<file path="config.mk">
export PLATFORM = sky130hd
export DESIGN_NAME = spi_slave_shifter
export DESIGN_NICKNAME = d
export VERILOG_FILES = /design/src/rtl/spi_slv_pkg.sv /design/src/rtl/spi_slv_sync.sv /design/src/rtl/spi_slv_edges.sv /design/src/rtl/spi_slv_fsm.sv /design/src/rtl/spi_slave_shifter.sv
export SDC_FILE = /design/constraint.sdc
export NUM_CORES = 1
export LEC_CHECK = 0
export ABC_AREA = 1
export BUFFER_PORTS_ARGS = -buffer_cell sky130_fd_sc_hd__buf_4
export CAP_MARGIN = 40
export CORE_MARGIN = 5
export CORE_UTILIZATION = 40
export CTS_BUF_LIST = sky130_fd_sc_hd__clkbuf_8
export DETAILED_ROUTE_END_ITERATION = 8
export GPL_TIMING_DRIVEN = 0
export SYNTH_ARGS = -nofsm -noshare
export SYNTH_HDL_FRONTEND = slang
export SYNTH_SLANG_ARGS = --single-unit
</file>
<file path="constraint.sdc">
create_clock -name clk -period 1.5 [get_ports clk]
set_input_delay 0.225 -clock clk [delete_from_list [all_inputs] [get_ports clk]]
set_output_delay 0.225 -clock clk [all_outputs]
set_load 0.005 [all_outputs]
</file>
<file path="src/rtl/spi_slv_pkg.sv">
package spi_slv_pkg;

    typedef enum logic [1:0] {
        ST_IDLE   = 2'd0,
        ST_SAMPLE = 2'd1,
        ST_SHIFT  = 2'd2,
        ST_HOLD   = 2'd3
    } slv_state_e;

endpackage

</file>
<file path="src/rtl/spi_slv_sync.sv">
module spi_slv_sync #(
    parameter int             WIDTH   = 3,
    parameter int             STAGES  = 2,
    parameter logic [WIDTH-1:0] RST_VAL = '0
) (
    input  logic             clk,
    input  logic             rst_n,
    input  logic [WIDTH-1:0] d,
    output logic [WIDTH-1:0] q
);

    logic [STAGES-1:0][WIDTH-1:0] stg;

    generate
        if (STAGES == 1) begin : g_single
            always_ff @(posedge clk or negedge rst_n) begin
                if (!rst_n) stg <= RST_VAL;
                else        stg <= d;
            end
        end else begin : g_chain
            always_ff @(posedge clk or negedge rst_n) begin
                if (!rst_n) stg <= {STAGES{RST_VAL}};
                else        stg <= {stg[STAGES-2:0], d};
            end
        end
    endgenerate

    assign q = stg[STAGES-1];

endmodule

</file>
<file path="src/rtl/spi_slv_edges.sv">
module spi_slv_edges (
    input  logic clk,
    input  logic rst_n,
    input  logic cpol,
    input  logic sck_s,
    input  logic sel_s,
    output logic lead,
    output logic trail,
    output logic sel_fall
);

    logic sck_q;
    logic sel_q;
    logic rise;
    logic fall;

    always_ff @(posedge clk or negedge rst_n) begin
        if (!rst_n) begin
            sck_q <= 1'b0;
            sel_q <= 1'b1;
        end else begin
            sck_q <= sck_s;
            sel_q <= sel_s;
        end
    end

    assign rise     = !sck_q &&  sck_s;
    assign fall     =  sck_q && !sck_s;
    // polarity picks which transition samples (leading) and which shifts
    assign lead     = cpol ? fall : rise;
    assign trail    = cpol ? rise : fall;
    assign sel_fall = sel_q && !sel_s;

    assert_edges_excl_R4: assert property (@(posedge clk) disable iff (!rst_n)
        !(lead && trail));

endmodule

</file>
<file path="src/rtl/spi_slv_fsm.sv">
module spi_slv_fsm
    import spi_slv_pkg::*;
#(
    parameter int DATA_W = 8
) (
    input  logic              clk,
    input  logic              rst_n,
    input  logic              lsb_first,
    input  logic [DATA_W-1:0] tx_byte,
    input  logic              mosi_s,
    input  logic              sel_s,
    input  logic              sel_fall,
    input  logic              lead,
    input  logic              trail,
    output logic              miso,
    output logic              miso_oe,
    output logic [DATA_W-1:0] rx_byte,
    output logic              rx_done
);

    localparam int CNT_W = $clog2(DATA_W + 1);
    localparam logic [CNT_W-1:0] LAST_BIT = CNT_W'(DATA_W - 1);

    slv_state_e        st;
    slv_state_e        st_nxt;
    logic [DATA_W-1:0] shreg;
    logic [CNT_W-1:0]  cnt;
    logic              samp;
    logic              order_lsb;
    logic              last_lead;

    assign last_lead = lead && (cnt == LAST_BIT);

    // state register
    always_ff @(posedge clk or negedge rst_n) begin
        if (!rst_n) st <= ST_IDLE;
        else        st <= st_nxt;
    end

    // next-state decode; select release dominates every busy state
    always_comb begin
        st_nxt = st;
        unique case (st)
            ST_IDLE:   if (sel_fall) st_nxt = ST_SAMPLE;
            ST_SAMPLE: begin
                if (sel_s)          st_nxt = ST_IDLE;
                else if (last_lead) st_nxt = ST_HOLD;
                else if (lead)      st_nxt = ST_SHIFT;
            end
            ST_SHIFT: begin
                if (sel_s)      st_nxt = ST_IDLE;
                else if (trail) st_nxt = ST_SAMPLE;
            end
            ST_HOLD:   if (sel_s) st_nxt = ST_IDLE;
            default:   st_nxt = ST_IDLE;
        endcase
    end

    // datapath and registered outputs
    always_ff @(posedge clk or negedge rst_n) begin
        if (!rst_n) begin
            shreg     <= '0;
            cnt       <= '0;
            samp      <= 1'b0;
            order_lsb <= 1'b0;
            rx_byte   <= '0;
            rx_done   <= 1'b0;
        end else begin
            rx_done <= 1'b0;
            unique case (st)
                ST_IDLE: begin
                    cnt <= '0;
                    if (sel_fall) begin
                        shreg     <= tx_byte;
                        order_lsb <= lsb_first;
                    end
                end
                ST_SAMPLE: begin
                    if (sel_s) begin
                        cnt <= '0;
                    end else if (lead) begin
                        samp <= mosi_s;
                        cnt  <= cnt + 1'b1;
                        if (cnt == LAST_BIT) begin
                            rx_done <= 1'b1;
                            rx_byte <= order_lsb ? {mosi_s, shreg[DATA_W-1:1]}
                                                 : {shreg[DATA_W-2:0], mosi_s};
                        end
                    end
                end
                ST_SHIFT: begin
                    if (sel_s) begin
                        cnt <= '0;
                    end else if (trail) begin
                        shreg <= order_lsb ? {samp, shreg[DATA_W-1:1]}
                                           : {shreg[DATA_W-2:0], samp};
                    end
                end
                ST_HOLD: begin
                    if (sel_s) cnt <= '0;
                end
                default: cnt <= '0;
            endcase
        end
    end

    assign miso_oe = (st != ST_IDLE);
    assign miso    = miso_oe && (order_lsb ? shreg[0] : shreg[DATA_W-1]);

    assert_oe_from_fall_R2: assert property (@(posedge clk) disable iff (!rst_n)
        $rose(miso_oe) |-> $past(sel_fall));
    assert_done_pulse_R5: assert property (@(posedge clk) disable iff (!rst_n)
        rx_done |=> !rx_done);
    assert_rx_hold_R6: assert property (@(posedge clk) disable iff (!rst_n)
        !$stable(rx_byte) |-> rx_done);
    assert_cnt_bound_R7: assert property (@(posedge clk) disable iff (!rst_n)
        cnt <= CNT_W'(DATA_W));
    assert_oe_off_R8: assert property (@(posedge clk) disable iff (!rst_n)
        sel_s |=> (!miso_oe && !miso));
    assert_release_wins_R9: assert property (@(posedge clk) disable iff (!rst_n)
        rx_done |-> !$past(sel_s));

endmodule

</file>
<file path="src/rtl/spi_slave_shifter.sv">
module spi_slave_shifter #(
    parameter int DATA_W      = 8,
    parameter int SYNC_STAGES = 2
) (
    input  logic              clk,
    input  logic              rst_n,
    input  logic              cpol,
    input  logic              lsb_first,
    input  logic [DATA_W-1:0] tx_byte,
    input  logic              sck,
    input  logic              mosi,
    input  logic              sel_n,
    output logic              miso,
    output logic              miso_oe,
    output logic [DATA_W-1:0] rx_byte,
    output logic              rx_done
);

    logic [2:0] pins_s;
    logic       sck_s;
    logic       mosi_s;
    logic       sel_s;
    logic       lead;
    logic       trail;
    logic       sel_fall;

    spi_slv_sync #(
        .WIDTH   (3),
        .STAGES  (SYNC_STAGES),
        .RST_VAL (3'b100)
    ) u_sync (
        .clk   (clk),
        .rst_n (rst_n),
        .d     ({sel_n, mosi, sck}),
        .q     (pins_s)
    );

    assign sel_s  = pins_s[2];
    assign mosi_s = pins_s[1];
    assign sck_s  = pins_s[0];

    spi_slv_edges u_edges (
        .clk      (clk),
        .rst_n    (rst_n),
        .cpol     (cpol),
        .sck_s    (sck_s),
        .sel_s    (sel_s),
        .lead     (lead),
        .trail    (trail),
        .sel_fall (sel_fall)
    );

    spi_slv_fsm #(
        .DATA_W (DATA_W)
    ) u_fsm (
        .clk       (clk),
        .rst_n     (rst_n),
        .lsb_first (lsb_first),
        .tx_byte   (tx_byte),
        .mosi_s    (mosi_s),
        .sel_s     (sel_s),
        .sel_fall  (sel_fall),
        .lead      (lead),
        .trail     (trail),
        .miso      (miso),
        .miso_oe   (miso_oe),
        .rx_byte   (rx_byte),
        .rx_done   (rx_done)
    );

endmodule

</file>
Word-level counts from Yosys, hierarchy flattened
Cells that the tools add are included.
{"block": "classes", "addsub": 1, "n_eq_ne": 12, "mux": 25, "bitwise": 1, "reduce_logical": 18}
{"cell": "2-to-1 mux 8 bit", "n": 5}
{"cell": "case mux 8 bit (2 select lines)", "n": 1}
{"cell": "2-to-1 mux 2 bit", "n": 7}
{"cell": "2-to-1 mux 4 bit", "n": 3}
{"cell": "case mux 4 bit (3 select lines)", "n": 1}
{"cell": "AND reduction 4 bit", "n": 3}
{"cell": "inequality test 2 bit, second input constant", "n": 4}
{"cell": "case mux 2 bit (4 select lines)", "n": 1}
{"cell": "2-to-1 mux 1 bit", "n": 7}
{"cell": "logical AND 1 bit", "n": 5}
{"cell": "adder 4 x 1 -> 4 bit, second input constant", "n": 1}
{"cell": "equality test 2 bit, second input constant", "n": 2}
{"cell": "equality test 4 x 3 -> 1 bit, second input constant", "n": 1}
{"cell": "inequality test 4 x 2 -> 1 bit, second input constant", "n": 1}
{"cell": "AND reduction 2 bit", "n": 2}
{"cell": "nonzero test 2 bit", "n": 2}
{"cell": "zero test 1 bit", "n": 3}
{"cell": "inequality test 3 x 2 -> 1 bit, second input constant", "n": 1}
{"cell": "inequality test 3 bit, second input constant", "n": 1}
{"cell": "AND reduction 3 bit", "n": 1}
{"cell": "equality test 2 x 1 -> 1 bit, second input constant", "n": 1}
{"cell": "zero test 2 bit", "n": 1}
{"cell": "inequality test 2 x 1 -> 1 bit, second input constant", "n": 1}
{"cell": "OR reduction 2 bit", "n": 1}
{"cell": "NOT 1 bit", "n": 1}
{"block": "word_totals", "ff_bits": 33, "output_inout_bits": 11, "elab_cells": 68}

Logic depth before layout (Yosys ltp)
Gate-level depths: netlist (run 1).
{"block": "logic_depth", "ltp_word": 7, "mapped_depth": 8, "mapped_depth_nobuf": 8}

Modules after synthesis
Synthesis (run 1) repeated with hierarchy kept, for this count alone.
{"block": "unflattened", "hier_cells": 212, "area_unflattened_um2": 1619.1}
{"module": "spi_slv_fsm", "instances": 1, "cells_each": 190, "area_each_um2": 1346.3}
{"module": "spi_slv_sync", "instances": 1, "cells_each": 9, "area_each_um2": 175.2}
{"module": "spi_slv_edges", "instances": 1, "cells_each": 13, "area_each_um2": 97.6}

Worst setup path before layout (run 1)
Ideal clock, no wire load.
{"block": "synth_timing", "kind": "reg-to-reg", "start": "reg u_fsm.st[0]", "end": "reg u_fsm.shreg[5]", "arrival_time_ns": 1.127, "required_time_ns": 1.377, "path_slack_ns": 0.249, "stages_incl_launch_ff": 9, "n_path_buf": 2, "cell_sequence": "dfrtp_1 -> buf_6 -> nor2_2 -> nand3_2 -> o21ai_2 -> nand2_4 -> buf_6 -> nand2_2 -> o21ai_2"}
{"block": "synth_via", "elab_chain_cells": 3}
{"item": "start, declared", "line_no": "spi_slv_fsm.sv:24", "source": "slv_state_e st;"}
{"item": "start signal, assigned", "line_no": "spi_slv_fsm.sv:37", "source": "else st <= st_nxt;"}
{"item": "equality test 2 bit / zero test 2 bit (equally long branches)", "line_no": "spi_slv_fsm.sv:70", "source": "unique case (st)"}
{"item": "inequality test 2 bit (no source line) / nonzero test 2 bit (equally long branches)"}
{"item": "AND reduction 4 bit (no source line)"}
{"item": "end signal, assigned", "line_no": "spi_slv_fsm.sv:74", "source": "shreg <= tx_byte;"}
{"item": "end signal, assigned", "line_no": "spi_slv_fsm.sv:95", "source": "shreg <= order_lsb ? {samp, shreg[DATA_W-1:1]}"}
{"item": "end, declared", "line_no": "spi_slv_fsm.sv:26", "source": "logic [DATA_W-1:0] shreg;"}
Parallel ways exist; a longest one is shown, timed or not.
A chain may end at the register's enable or synchronous reset.

Final worst setup path (run 1)
{"block": "layout_timing", "start": "reg u_fsm.st[0]", "end": "out miso"}
{"block": "layout_via", "elab_chain_cells": 2}
{"item": "nonzero test 2 bit", "line_no": "spi_slv_fsm.sv:107", "source": "assign miso_oe = (st != ST_IDLE);"}
{"item": "logical AND 1 bit", "line_no": "spi_slv_fsm.sv:108", "source": "assign miso = miso_oe && (order_lsb ? shreg[0] : shreg[DATA_W-1]);"}
{"item": "end, declared", "line_no": "spi_slave_shifter.sv:13", "source": "output logic miso,"}
Every way passes these cells.

==> results of run 1 <==
flip-flops by register name, summed over array words and instances (netlist names):
signal,cells
u_fsm.rx_done,1
u_fsm.order_lsb,1
u_edges.sck_q,1
u_fsm.shreg,8
u_sync.q,3
u_fsm.samp,1
u_fsm.st,2
u_fsm.rx_byte,8
u_sync.stg,3
u_edges.sel_q,1
u_fsm.cnt,4
routing by layer:
metal / GRT usage / up-vias
met5: 0 / -
met4: 0.0356 / 0
met3: 0.0446 / 5
met2: 0.204 / 20
met1: 0.209 / 591
li1: - / 703
worst max-delay path, delay by kind of cell, from the launching register on:
kind	cells	cell delay [ns]
buffers and inverters	3	0.33
AO/OA/AOI/OAI	2	0.10
flip-flops	1	0.37
AND/OR/NAND/NOR	1	0.13
Yosys cell counts, drive strengths merged:
cell / instances
a21oi: 5
o21ai: 25
o31a: 1
nand2: 69
buf: 5
nand3: 15
dfstp: 3
inv: 21
or2: 3
ha: 1
o211ai: 1
and2: 1
nand4: 2
dfrtp: 30
nor2: 14
logic make-up after synthesis:
| kind of cell | count (synthesis) | share of synthesized area |
|---|---|---|
| fa+ha+maj | 1 | 0.00757 |
| simple gates | 104 | 0.293 |
| compound gates | 32 | 0.121 |
| buf+inv | 26 | 0.0758 |
| flops | 33 | 0.502 |
stage by stage:
| stage | worst slack (ns) | TNS, ns |
|---|---|---|
| after global placement | 0.135 | 0 |
| after global routing | -0.0179 | -0.0179 |
| after CTS | 0.0228 | 0 |
| after floorplan | 0.249 | 0 |
| final | 0.0694 | 0 |
| after detailed placement | 0.121 | 0 |
final cells by class:
| class | instances | area, um2 | area share |
|---|---|---|---|
| sequential | 33 | 832 | 0.405 |
| clock inverter | 3 | 13.8 | 0.00670 |
| timing repair buffer | 31 | 235 | 0.115 |
| clock buffer | 5 | 68.8 | 0.0335 |
| buffer | 5 | 50.0 | 0.0244 |
| inverter | 21 | 78.8 | 0.0384 |
| tap | 50 | 62.6 | 0.0305 |
| multi-input combinational | 137 | 712 | 0.347 |
report_power, final:
group	leakage [nW]	switching [mW]	total (mW)	internal (mW)
clock network	0.0491	0.319	0.633	0.314
logic	0.588	0.642	1.10	0.461
registers	0.407	0.126	1.18	1.05
what timing repair did:
| item | in CTS | in global routing |
|---|---|---|
| hold buffers | 1 | 0 |
| endpoints found under the setup margin | 1 | 6 |
| pin swaps | 0 | 2 |
| hold endpoints to repair | 30 | 0 |
| resized for setup | 2 | 7 |
| buffers inserted | 1 | 4 |
cells in the final DEF (no fill, tap or decap):
master,instances
a21oi_1,2
a21oi_2,3
and2_1,1
buf_2,1
buf_4,30
buf_6,4
clkbuf_8,5
clkinv_2,2
dfrtp_1,28
dfrtp_2,2
dfstp_2,3
dlygate4sd3_1,1
ha_1,1
inv_1,18
inv_2,4
nand2_1,63
nand2_2,5
nand2_4,1
nand3_1,12
nand3_2,2
nand3_4,1
nand4_1,2
nor2_1,10
nor2_2,1
nor2_4,3
o211ai_1,1
o21ai_0,13
o21ai_1,4
o21ai_2,8
o31a_1,1
or2_2,3
worst min path at each step:
stage          start                       to  slack (ns)  cells past startpoint
5_1_grt        sel_n  u_sync.stg[2]$_DFF_PN1_        0.03                      1
6_report       sel_n  u_sync.stg[2]$_DFF_PN1_        0.05                      1
3_5_place_dp   rst_n  u_sync.stg[1]$_DFF_PN0_        0.19                      1
2_1_floorplan  rst_n  u_edges.sck_q$_DFF_PN0_       -0.07                      0
3_3_place_gp   rst_n  u_sync.stg[1]$_DFF_PN0_        0.20                      1
4_1_cts        sel_n  u_sync.stg[2]$_DFF_PN1_        0.04                      1
==> metrics.md, run 1 <==
| Metric | Value |
|---|---|
| Final setup viols | 0 |
| Detail Route Antenna Nets | 0 |
| P_leak | 1.04 nW |
| DIE WIDTH | 74.3 um |
| Max frequency | 699 MHz |
| Critical R2R Capture | u_fsm.shreg[0]$_DFFE_PN0P_ |
| Core box area | 0.00400 mm2 |
| Area of placed instances | 0.00190 mm2 |
| Critical path arrival | 1.21 ns |
| Final Non-Filler Cells | 285 |
| Met1 Routed Length | 1760 um |
| DRT iter0 DRCs | 54 |
| Peak supply drop | 0.707 mV |
| Final Critical Period | 1.43 ns |
| First-pass GRT wire length | 5930 um |
| Worst setup endpoint | miso |
| # diodes | 0 |
| Max layer used | met4 |
| Drt drc | 0 |
| Area contributors post-synth | dfrtp_1, nand2_1, dfstp_2 |
| Pwr Total | 2.92 mW |
| Crit. End Element | output pin |
| Vias in the first global route | 1,292 |
| Overflow after GRT | 0 |
| Min Hold Slack | 0.0471 ns |
| CTS buffer count | 5 |
| Min-Delay Path Class | in -> reg |
| Critical path type | reg -> out |
| Seq/Total Area, Yosys | 0.502 |
| Max Transition Viols Final | 0 |
| Fin util | 0.513 |
| Synthesized area | 0.00165 mm2 |
| Cell accounting for the most synthesized area | dfrtp_1 |
| Max Cap Viol | 0 |
| Via density | 4.63 |
| Highest cell delay on the worst timing path | 0.37 ns |
| Flop2flop setup slack | 0.12 ns |
| Placed cells | 271 |
| Synth Instances | 196 |
| Area Growth Syn to Fin | 24.3% |
| Total GRT Usage | 0.142 |
| Clock edge transition at the registers on the reported setup and hold paths | 0.06 ns |
| Die ar. | 0.00551 mm2 |
| Crit-path max FO | 5 |
| # fillers | 408 |
| Slew margin rel. | 0.730 |
| Worst path slowest cell | dfrtp_1 |
| First-pass DRT Iterations | 4 |
| Rows | 23 |
| Crit path from | u_fsm.st[0]$_DFFE_PN0P_ |
| Reg-to-Reg Start | u_fsm.st[0]$_DFFE_PN0P_ |
| Worst-Skew Late Latency | 0.28 ns |
| Initial antenna violation count | 0 |
| WL met3 | 159 um |
| Crit start category | flip-flop |
| Layout Nets | 250 |
| Number of port buffers | 25 |
| WL/cell | 12.1 um |
| Status | complete, no violations |
| H-tree depth | 2 |
| Pwr Density | 1420 mW/mm2 |
| Final clock period utilization by the worst path | 0.954 |
| Boundary pin count | 26 |
| Via count | 1,319 |
| Die Span Y | 74.3 um |
| Syn Area/Cell | 8.43 um2 |
| CP cell instances | buf_6, nor2_4, inv_2, o21ai_2, a21oi_2, buf_4 |
| Setup Skew | 0.00548 ns |
| RSZ-0062 raised after global routing | yes |
| CTS tree | done |
| Clock Sinks | 33 |
| Share of cells above drive strength 1 | 0.332 |
| Fin. Hold Viols | 0 |
| Post-synth top area share | 0.455 |
| Hpwl dp | 2540 um |
| CTS Buffer Depth | 2 |
| Yosys reg bits | 33 |
| R2R cell count | 7 |
| RePlAce Congestion | 0.845 |
| Crit path required time | 1.27 ns |
| Detailed Route WL | 3460 um |
| Met2 wire length | 1500 um |
| Final instance area | 0.00205 mm2 |
| Worst-margin pin slew | 0.405 ns |
| Root buf cell | clkbuf_8 |
| Initial Util | 0.413 |
| Post-synth net total | 212 |
| Synth cell types | 27 |
| Pin count of the biggest net entering global routing | 34 |
| Synth warnings | 0 |
Note: power is estimated with default switching activity, not from simulation.
==> run 2: changes to the inputs <==
- ABC_AREA: 1 -> default
- SLEW_MARGIN: default -> 20
==> run 2 against run 1 <==
Compared with the run above: the flow now finishes with violations (negative setup slack); wire length decreased by 2.4%; clock skew increased by 0.0029 ns; count of clock-buffer cells in the layout increased by 1; largest cell class unchanged; clock power increased by 34%; via count decreased by 7.7%; highest routed layer unchanged.
==> metrics.md, run 2 <==
| Metric | Value |
|---|---|
| Fin. Hold Viols | 0 (unchanged) |
| Min Hold Slack | 0.0485 ns (was 0.0471 ns) |
| Worst-margin pin slew | 0.414 ns (was 0.405 ns) |
| Final Non-Filler Cells | 240 (was 285) |
| First-pass DRT Iterations | 4 (unchanged) |
| GR Util met3 | 0.0512 (was 0.0446) |
| Crit start category | flip-flop (unchanged) |
| Final setup viols | 6 (was 0) |
| Area contributors post-synth | dfrtp_1, mux2i_1, dfstp_2 (was dfrtp_1, nand2_1, dfstp_2) |
| Worst path slowest cell | dfrtp_1 (unchanged) |
| Max Cap Viol | 0 (unchanged) |
| Top cells by count, synth | dfrtp_1, mux2i_1, o21ai_0 (was nand2_1, dfrtp_1, inv_1) |
| Max Transition Viols Final | 0 (unchanged) |
| DP Worst Slack | -0.253 ns (was 0.121 ns) |
| Worst-Skew Late Latency | 0.28 ns (about the same) |
| Die Span Y | 72.1 um (was 74.3 um) |
| Failing checks | negative setup slack |
| P_leak | 1.04 nW (about the same) |
| Pwr Density | 1190 mW/mm2 (was 1420 mW/mm2) |
| Max frequency | 614 MHz (was 699 MHz) |
| Die ar. | 0.00519 mm2 (was 0.00551 mm2) |
| Rows | 22 (was 23) |
| Clock power frac | 0.345 (was 0.217) |
| Share of cells above drive strength 1 | 0.359 (was 0.332) |
| Combinational share of power | 0.216 (was 0.378) |
| RSZ-0062 raised after global routing | yes (unchanged) |
| Synth Instances | 147 (was 196) |
| Seq/Total Area, Yosys | 0.539 (was 0.502) |
| Total GRT Usage | 0.144 (was 0.142) |
| Final Critical Period | 1.63 ns (was 1.43 ns) |
| # diodes | 0 (unchanged) |
| Synth Flop Type | dfrtp_1 (unchanged) |
| Most frequent cells in the layout | buf_4, dfrtp_1, mux2i_1, inv_1, nor2_1 (was nand2_1, buf_4, dfrtp_1, inv_1, o21ai_0) |
| Syn Area/Cell | 10.5 um2 (was 8.43 um2) |
| Synth warnings | 0 (unchanged) |
| Crit. End Element | flip-flop (was output pin) |
| Placed cells | 220 (was 271) |
| Fin util | 0.562 (was 0.513) |
| CP cell instances | or3b_4, a31o_1, or3_4, a211oi_2 (was buf_6, nor2_4, inv_2, o21ai_2, a21oi_2, buf_4) |
| Crit-path max FO | 5 (unchanged) |
| Status | finished, violations left (was complete, no violations) |
| Area Growth Syn to Fin | 34.5% (was 24.3%) |
| Critical path type | reg -> reg (was reg -> out) |
| # fillers | 340 (was 408) |
| Initial antenna violation count | 0 (unchanged) |
| Min-Delay Path Class | in -> reg (unchanged) |
| Detail Route Antenna Nets | 0 (unchanged) |
| Met2 Usage GRT | 0.226 (was 0.204) |
| DIE WIDTH | 72.1 um (was 74.3 um) |
| WP buf/inv | 0 (was 3) |
| Setup Skew | 0.00843 ns (was 0.00548 ns) |
| Post-synth top area share | 0.487 (was 0.455) |
| Final clock period utilization by the worst path | 1.09 (was 0.954) |
| Net switching power | 0.663 mW (was 1.09 mW) |
| Root buf cell | clkbuf_8 (unchanged) |
| WL/cell | 14.1 um (was 12.1 um) |
| Critical path arrival | 1.83 ns (was 1.21 ns) |
| CTS buffer count | 5 (unchanged) |
| Detailed Route WL | 3380 um (was 3460 um) |
| Pin count of the biggest net entering global routing | 34 (unchanged) |
| H-tree depth | 2 (unchanged) |
| Area of placed instances | 0.00179 mm2 (was 0.00190 mm2) |
| Clock edge transition at the registers on the reported setup and hold paths | 0.07 ns (was 0.06 ns) |
| Crit-path leading delay family | simple AND/OR/NAND/NOR gates (was flip-flops) |
| CTS Buffer Depth | 2 (unchanged) |
| Final worst slack | -0.128 ns (was 0.0694 ns) |
| FFs w/ async S/R, synth | 1.00 (unchanged) |
| Layout Nets | 207 (was 250) |
| Core box area | 0.00369 mm2 (was 0.00400 mm2) |
| First-pass GRT wire length | 5830 um (was 5930 um) |
| RePlAce Congestion | 0.838 (was 0.845) |
| Slew margin rel. | 0.724 (was 0.730) |
| Internal power | 1.81 mW (was 1.83 mW) |
| Clock Sinks | 33 (unchanged) |
| Boundary pin count | 26 (unchanged) |
| GRT busiest layer | met2 (was met1) |
| Synth cell types | 33 (was 27) |
| Pwr Total | 2.47 mW (was 2.92 mW) |
| Initial Util | 0.418 (was 0.413) |
| Highest cell delay on the worst timing path | 0.40 ns (was 0.37 ns) |
| Drt drc | 0 (unchanged) |
| Setup Total Neg Slack | -0.220 ns (was 0 ns) |
| DRT iter0 DRCs | 51 (was 54) |
| Number of port buffers | 25 (unchanged) |
| Number of enable flip-flop cells after synthesis | 0 (unchanged) |
| CTS tree | done (unchanged) |
| Vias in the first global route | 1,228 (was 1,292) |
| Count leader, synth | dfrtp_1 (was nand2_1) |
| Crit path required time | 1.71 ns (was 1.27 ns) |
| Peak supply drop | 0.677 mV (was 0.707 mV) |
| Grt met1 use | 0.186 (was 0.209) |
| Overflow after GRT | 0 (unchanged) |
| Hpwl dp | 2370 um (was 2540 um) |
| Post-synth net total | 163 (was 212) |
| Largest registers | u_fsm.rx_byte: 8 flops, u_fsm.shreg: 8 flops, u_fsm.cnt: 4 flops (unchanged) |
| Cell accounting for the most synthesized area | dfrtp_1 (unchanged) |
| Synthesized area | 0.00154 mm2 (was 0.00165 mm2) |
| Seq pwr share | 0.439 (was 0.405) |
| Via count | 1,218 (was 1,319) |
| Via density | 5.08 (was 4.63) |
| Commonest non-fill, non-tap cell in the layout | buf_4 (was nand2_1) |
| Switching share of power | 0.268 (was 0.372) |
| Yosys reg bits | 33 (unchanged) |
| Final instance area | 0.00207 mm2 (was 0.00205 mm2) |
==> run 2: changes by cell type after synthesis, sizes merged, moves of 3 or more <==
cell    change
a21oi       +5
buf         -3
clkbuf      +6
inv        -10
mux2i      +21
nand2      -61
nand2b      +3
nand3      -14
o21ai      -11
or2         -3
==> run 2: cell type report <==
cell class | count | area (um2) | share of cell area
flip-flops and latches | 33 | 830 | 0.400
clock inverters | 2 | 33.8 | 0.0163
plain buffers | 6 | 47.5 | 0.0229
clock buffers | 6 | 82.6 | 0.0399
multi-input cells | 95 | 687 | 0.332
inverters | 11 | 41.3 | 0.0199
repair buffers | 39 | 290 | 0.140
well taps | 48 | 60.1 | 0.0290
==> run 2: worst reg2reg max path, cell delays in order (launching register included) <==
cell      delay [ns]
dfrtp_1         0.40
or3b_4          0.40
a31o_1          0.25
or3_4           0.33
a211oi_2        0.17
==> run 2: power groups by stage <==
stage	Sequential [mW]	Clock (mW)	Combinational [mW]
after floorplan	1.07	0	0.298
after global placement	1.09	0	0.414
after detailed placement	1.09	0	0.424
after CTS	1.08	0.879	0.467
after global routing	1.10	0.916	0.599
final	1.08	0.851	0.535
==> run 2: logic make-up after synthesis <==
logic type               after synthesis  synth area share
AND/OR/NAND/NOR                       38             0.131
AO/OA/AOI/OAI                         33             0.123
flip-flops                            33             0.539
multiplexers                          23             0.151
buffers and inverters                 19            0.0479
adder cells (fa/ha/maj)                1           0.00812
==> run 2: final timing paths <==
| path | startpoint | endpoint | slack, ns | depth (start not counted) |
|---|---|---|---|---|
| worst max-delay path | u_sync.q[0]$_DFF_PN0_ | u_fsm.cnt[3]$_DFFE_PN0P_ | -0.13 | 4 |
| min in group asynchronous | rst_n | u_fsm.st[1]$_DFFE_PN0P_ | 0.41 | 2 |
| worst min-delay path | sel_n | u_sync.stg[2]$_DFF_PN1_ | 0.05 | 1 |
| worst max register to register | u_sync.q[0]$_DFF_PN0_ | u_fsm.cnt[3]$_DFFE_PN0P_ | -0.13 | 4 |
| worst min register to register | u_sync.stg[1]$_DFF_PN0_ | u_sync.q[1]$_DFF_PN0_ | 0.35 | 0 |
| max in group asynchronous | rst_n | u_sync.q[2]$_DFF_PN1_ | 0.74 | 2 |
==> run 2: routing by layer <==
metal / wire [um] / vias to the layer above
met1: 1530 / 589
met4: 44 / 0
li1: - / 594
met5: 0 / -
met3: 226 / 4
met2: 1580 / 31
==> run 2: repair_timing <==
action | CTS | global route
resized for setup | 13 | 18
hold endpoints to repair | 30 | 0
setup endpoints to repair | 24 | 24
pin swaps | 2 | 2
gates cloned | 0 | 2
buffers inserted | 6 | 5
hold buffers | 1 | 0
==> run 3: changes to the inputs <==
- CTS_BUF_LIST: sky130_fd_sc_hd__clkbuf_8 -> sky130_fd_sc_hd__clkbuf_2 sky130_fd_sc_hd__clkbuf_4 sky130_fd_sc_hd__clkbuf_8
- clock period: 1.5 -> 2.1 ns (I/O delays scaled with it)
==> run 3 against run 2 <==
Compared with the run above: the flow now finishes without violations; power is 32% lower; sequential power fell by 29%; via count is 5.8% lower; die area did not move; critical path depth unchanged; core utilization is 4.1 points lower; register-to-register slack better by 0.45 ns; combinational power fell by 44%; highest routed layer unchanged.
==> metrics.md, run 3 (synthesis gave the netlist of run 2 again) <==
| Metric | Value |
|---|---|
| Status | complete, no violations (was finished, violations left) |
| Total GRT Usage | 0.133 (was 0.144) |
| DIE WIDTH | 72.1 um (unchanged) |
| Fin. Hold Viols | 0 (unchanged) |
| Commonest non-fill, non-tap cell in the layout | dfrtp_1 (was buf_4) |
| WL/cell | 13.6 um (was 14.1 um) |
| Share of cells above drive strength 1 | 0.232 (was 0.359) |
| Rows | 22 (unchanged) |
| CTS tree | done (unchanged) |
| Pwr Density | 882 mW/mm2 (was 1190 mW/mm2) |
| Core box area | 0.00369 mm2 (unchanged) |
| Min-Delay Path Class | in -> reg (unchanged) |
| Boundary pin count | 26 (unchanged) |
| Most frequent cells in the layout | dfrtp_1, buf_4, mux2i_1, o21ai_0, nor2_1 (was buf_4, dfrtp_1, mux2i_1, inv_1, nor2_1) |
| H-tree depth | 2 (unchanged) |
| Via density | 5.01 (was 5.08) |
| Crit-path max FO | 10 (was 5) |
| Slew margin rel. | 0.659 (was 0.724) |
| Critical path type | reg -> out (was reg -> reg) |
| Area Growth Syn to Fin | 24.6% (was 34.5%) |
| RSZ-0062 raised after global routing | no (was yes) |
| Crit. End Element | output pin (was flip-flop) |
| DP Worst Slack | 0.206 ns (was -0.253 ns) |
| Setup Total Neg Slack | 0 ns (was -0.220 ns) |
| CP cell instances | buf_2, mux2i_1, nor2_1, buf_4 (was or3b_4, a31o_1, or3_4, a211oi_2) |
| Vias in the first global route | 1,159 (was 1,228) |
| Peak supply drop | 0.494 mV (was 0.677 mV) |
| Initial Util | 0.418 (unchanged) |
| Clock Sinks | 33 (unchanged) |
| First-pass DRT Iterations | 4 (unchanged) |
| Critical path arrival | 1.46 ns (was 1.83 ns) |
| RePlAce Congestion | 0.842 (was 0.838) |
| DRT iter0 DRCs | 82 (was 51) |
| Final clock period utilization by the worst path | 0.845 |
| Final setup viols | 0 (was 6) |
| First-pass GRT wire length | 5360 um (was 5830 um) |
| Worst-Skew Late Latency | 0.28 ns (about the same) |
| # diodes | 0 (unchanged) |
| Crit path required time | 1.78 ns (was 1.71 ns) |
| Pin count of the biggest net entering global routing | 34 (unchanged) |
| Largest registers | u_fsm.rx_byte: 8 flops, u_fsm.shreg: 8 flops, u_fsm.cnt: 4 flops (unchanged) |
| Final worst slack | 0.326 ns (was -0.128 ns) |
| Final Critical Period | 1.77 ns |
| CTS buffer count | 5 (unchanged) |
| Fin util | 0.520 (was 0.562) |
| Max Transition Viols Final | 0 (unchanged) |
| Number of port buffers | 25 (unchanged) |
| Root buf cell | clkbuf_8 (unchanged) |
| Hpwl dp | 2340 um (was 2370 um) |
| Clock edge transition at the registers on the reported setup and hold paths | 0.07 ns (about the same) |
| Initial antenna violation count | 0 (unchanged) |
| Pwr Total | 1.69 mW (was 2.47 mW) |
| Worst path slowest cell | dfrtp_1 (unchanged) |
| Overflow after GRT | 0 (unchanged) |
| Detail Route Antenna Nets | 0 (unchanged) |
| P_leak | 0.973 nW (was 1.04 nW) |
| Crit start category | flip-flop (unchanged) |
| Detailed Route WL | 3110 um (was 3380 um) |
| Die Span Y | 72.1 um (unchanged) |
| Layout Nets | 196 (was 207) |
| Setup Skew | 0.00606 ns (was 0.00843 ns) |
| Postcts setup bufs | 0 (was 6) |
| Worst-margin pin slew | 0.510 ns (was 0.414 ns) |
| Die ar. | 0.00519 mm2 (unchanged) |
| Via count | 1,147 (was 1,218) |
| Max Cap Viol | 0 (unchanged) |
| CTS Buffer Depth | 2 (unchanged) |
| Max frequency | 564 MHz |
| Highest cell delay on the worst timing path | 0.40 ns (about the same) |
| Drt drc | 0 (unchanged) |
[run 3: final cells by class]
type / count / area, um2
sequential: 33 / 830
timing repair buffer: 26 / 198
clock buffer: 7 / 90.1
fill: 347 / 1770
buffer: 8 / 33.8
multi-input combinational: 95 / 637
inverter: 11 / 41.3
clock inverter: 1 / 30.0
tap: 48 / 60.1
[run 3: per-stage QoR]
stage | hold slack, ns | instance area (um2) | cells
after floorplan | 0.0194 | 1540 | 147
after global placement | 0.280 | 1790 | 220
after detailed placement | 0.285 | 1790 | 220
after CTS | 0.130 | 1920 | 229
after global routing | 0.129 | 1920 | 229
final | 0.141 | 1920 | 229
[run 3: worst paths after layout]
kind | startpoint | to | slack, ns | depth (start not counted)
hold reg to reg | u_sync.stg[1]$_DFF_PN0_ | u_sync.q[1]$_DFF_PN0_ | 0.35 | 0
min in group asynchronous | rst_n | u_fsm.st[1]$_DFFE_PN0P_ | 0.51 | 2
max in group asynchronous | rst_n | u_edges.sel_q$_DFF_PN1_ | 1.25 | 2
setup reg to reg | u_edges.sck_q$_DFF_PN0_ | u_fsm.cnt[3]$_DFFE_PN0P_ | 0.33 | 4
setup / recovery | u_fsm.order_lsb$_DFFE_PN0P_ | miso | 0.33 | 4
hold / removal | sel_n | u_sync.stg[2]$_DFF_PN1_ | 0.14 | 1
[run 3: worst max-delay path: cells and delay by family, from the launching register on]
kind                   cells  cell delay [ns]
AND/OR/NAND/NOR            1             0.07
flip-flops                 1             0.40
multiplexers               1             0.25
buffers and inverters      2             0.45
[run 3: routing by layer]
layer | track usage | vias up | part of all wire
li1 | - | 573 | -
met1 | 0.182 | 548 | 0.48
met2 | 0.200 | 21 | 0.47
met3 | 0.0429 | 5 | 0.049
met4 | 0.0438 | 0 | 0.0081
met5 | 0 | - | 0
[run 3: where the power goes]
| group | total [mW] | internal (mW) | switching, mW | leakage, nW |
|---|---|---|---|---|
| clock network | 0.620 | 0.400 | 0.220 | 0.0619 |
| registers | 0.771 | 0.708 | 0.0629 | 0.416 |
| logic | 0.302 | 0.145 | 0.157 | 0.495 |
| total | 1.69 | 1.25 | 0.440 | 0.973 |
[run 3: what timing repair did]
action                                 CTS  global route
setup endpoints to repair                0             1
gates resized for setup                  0             2
hold buffers                             1             0
endpoints found under the hold margin   30             0
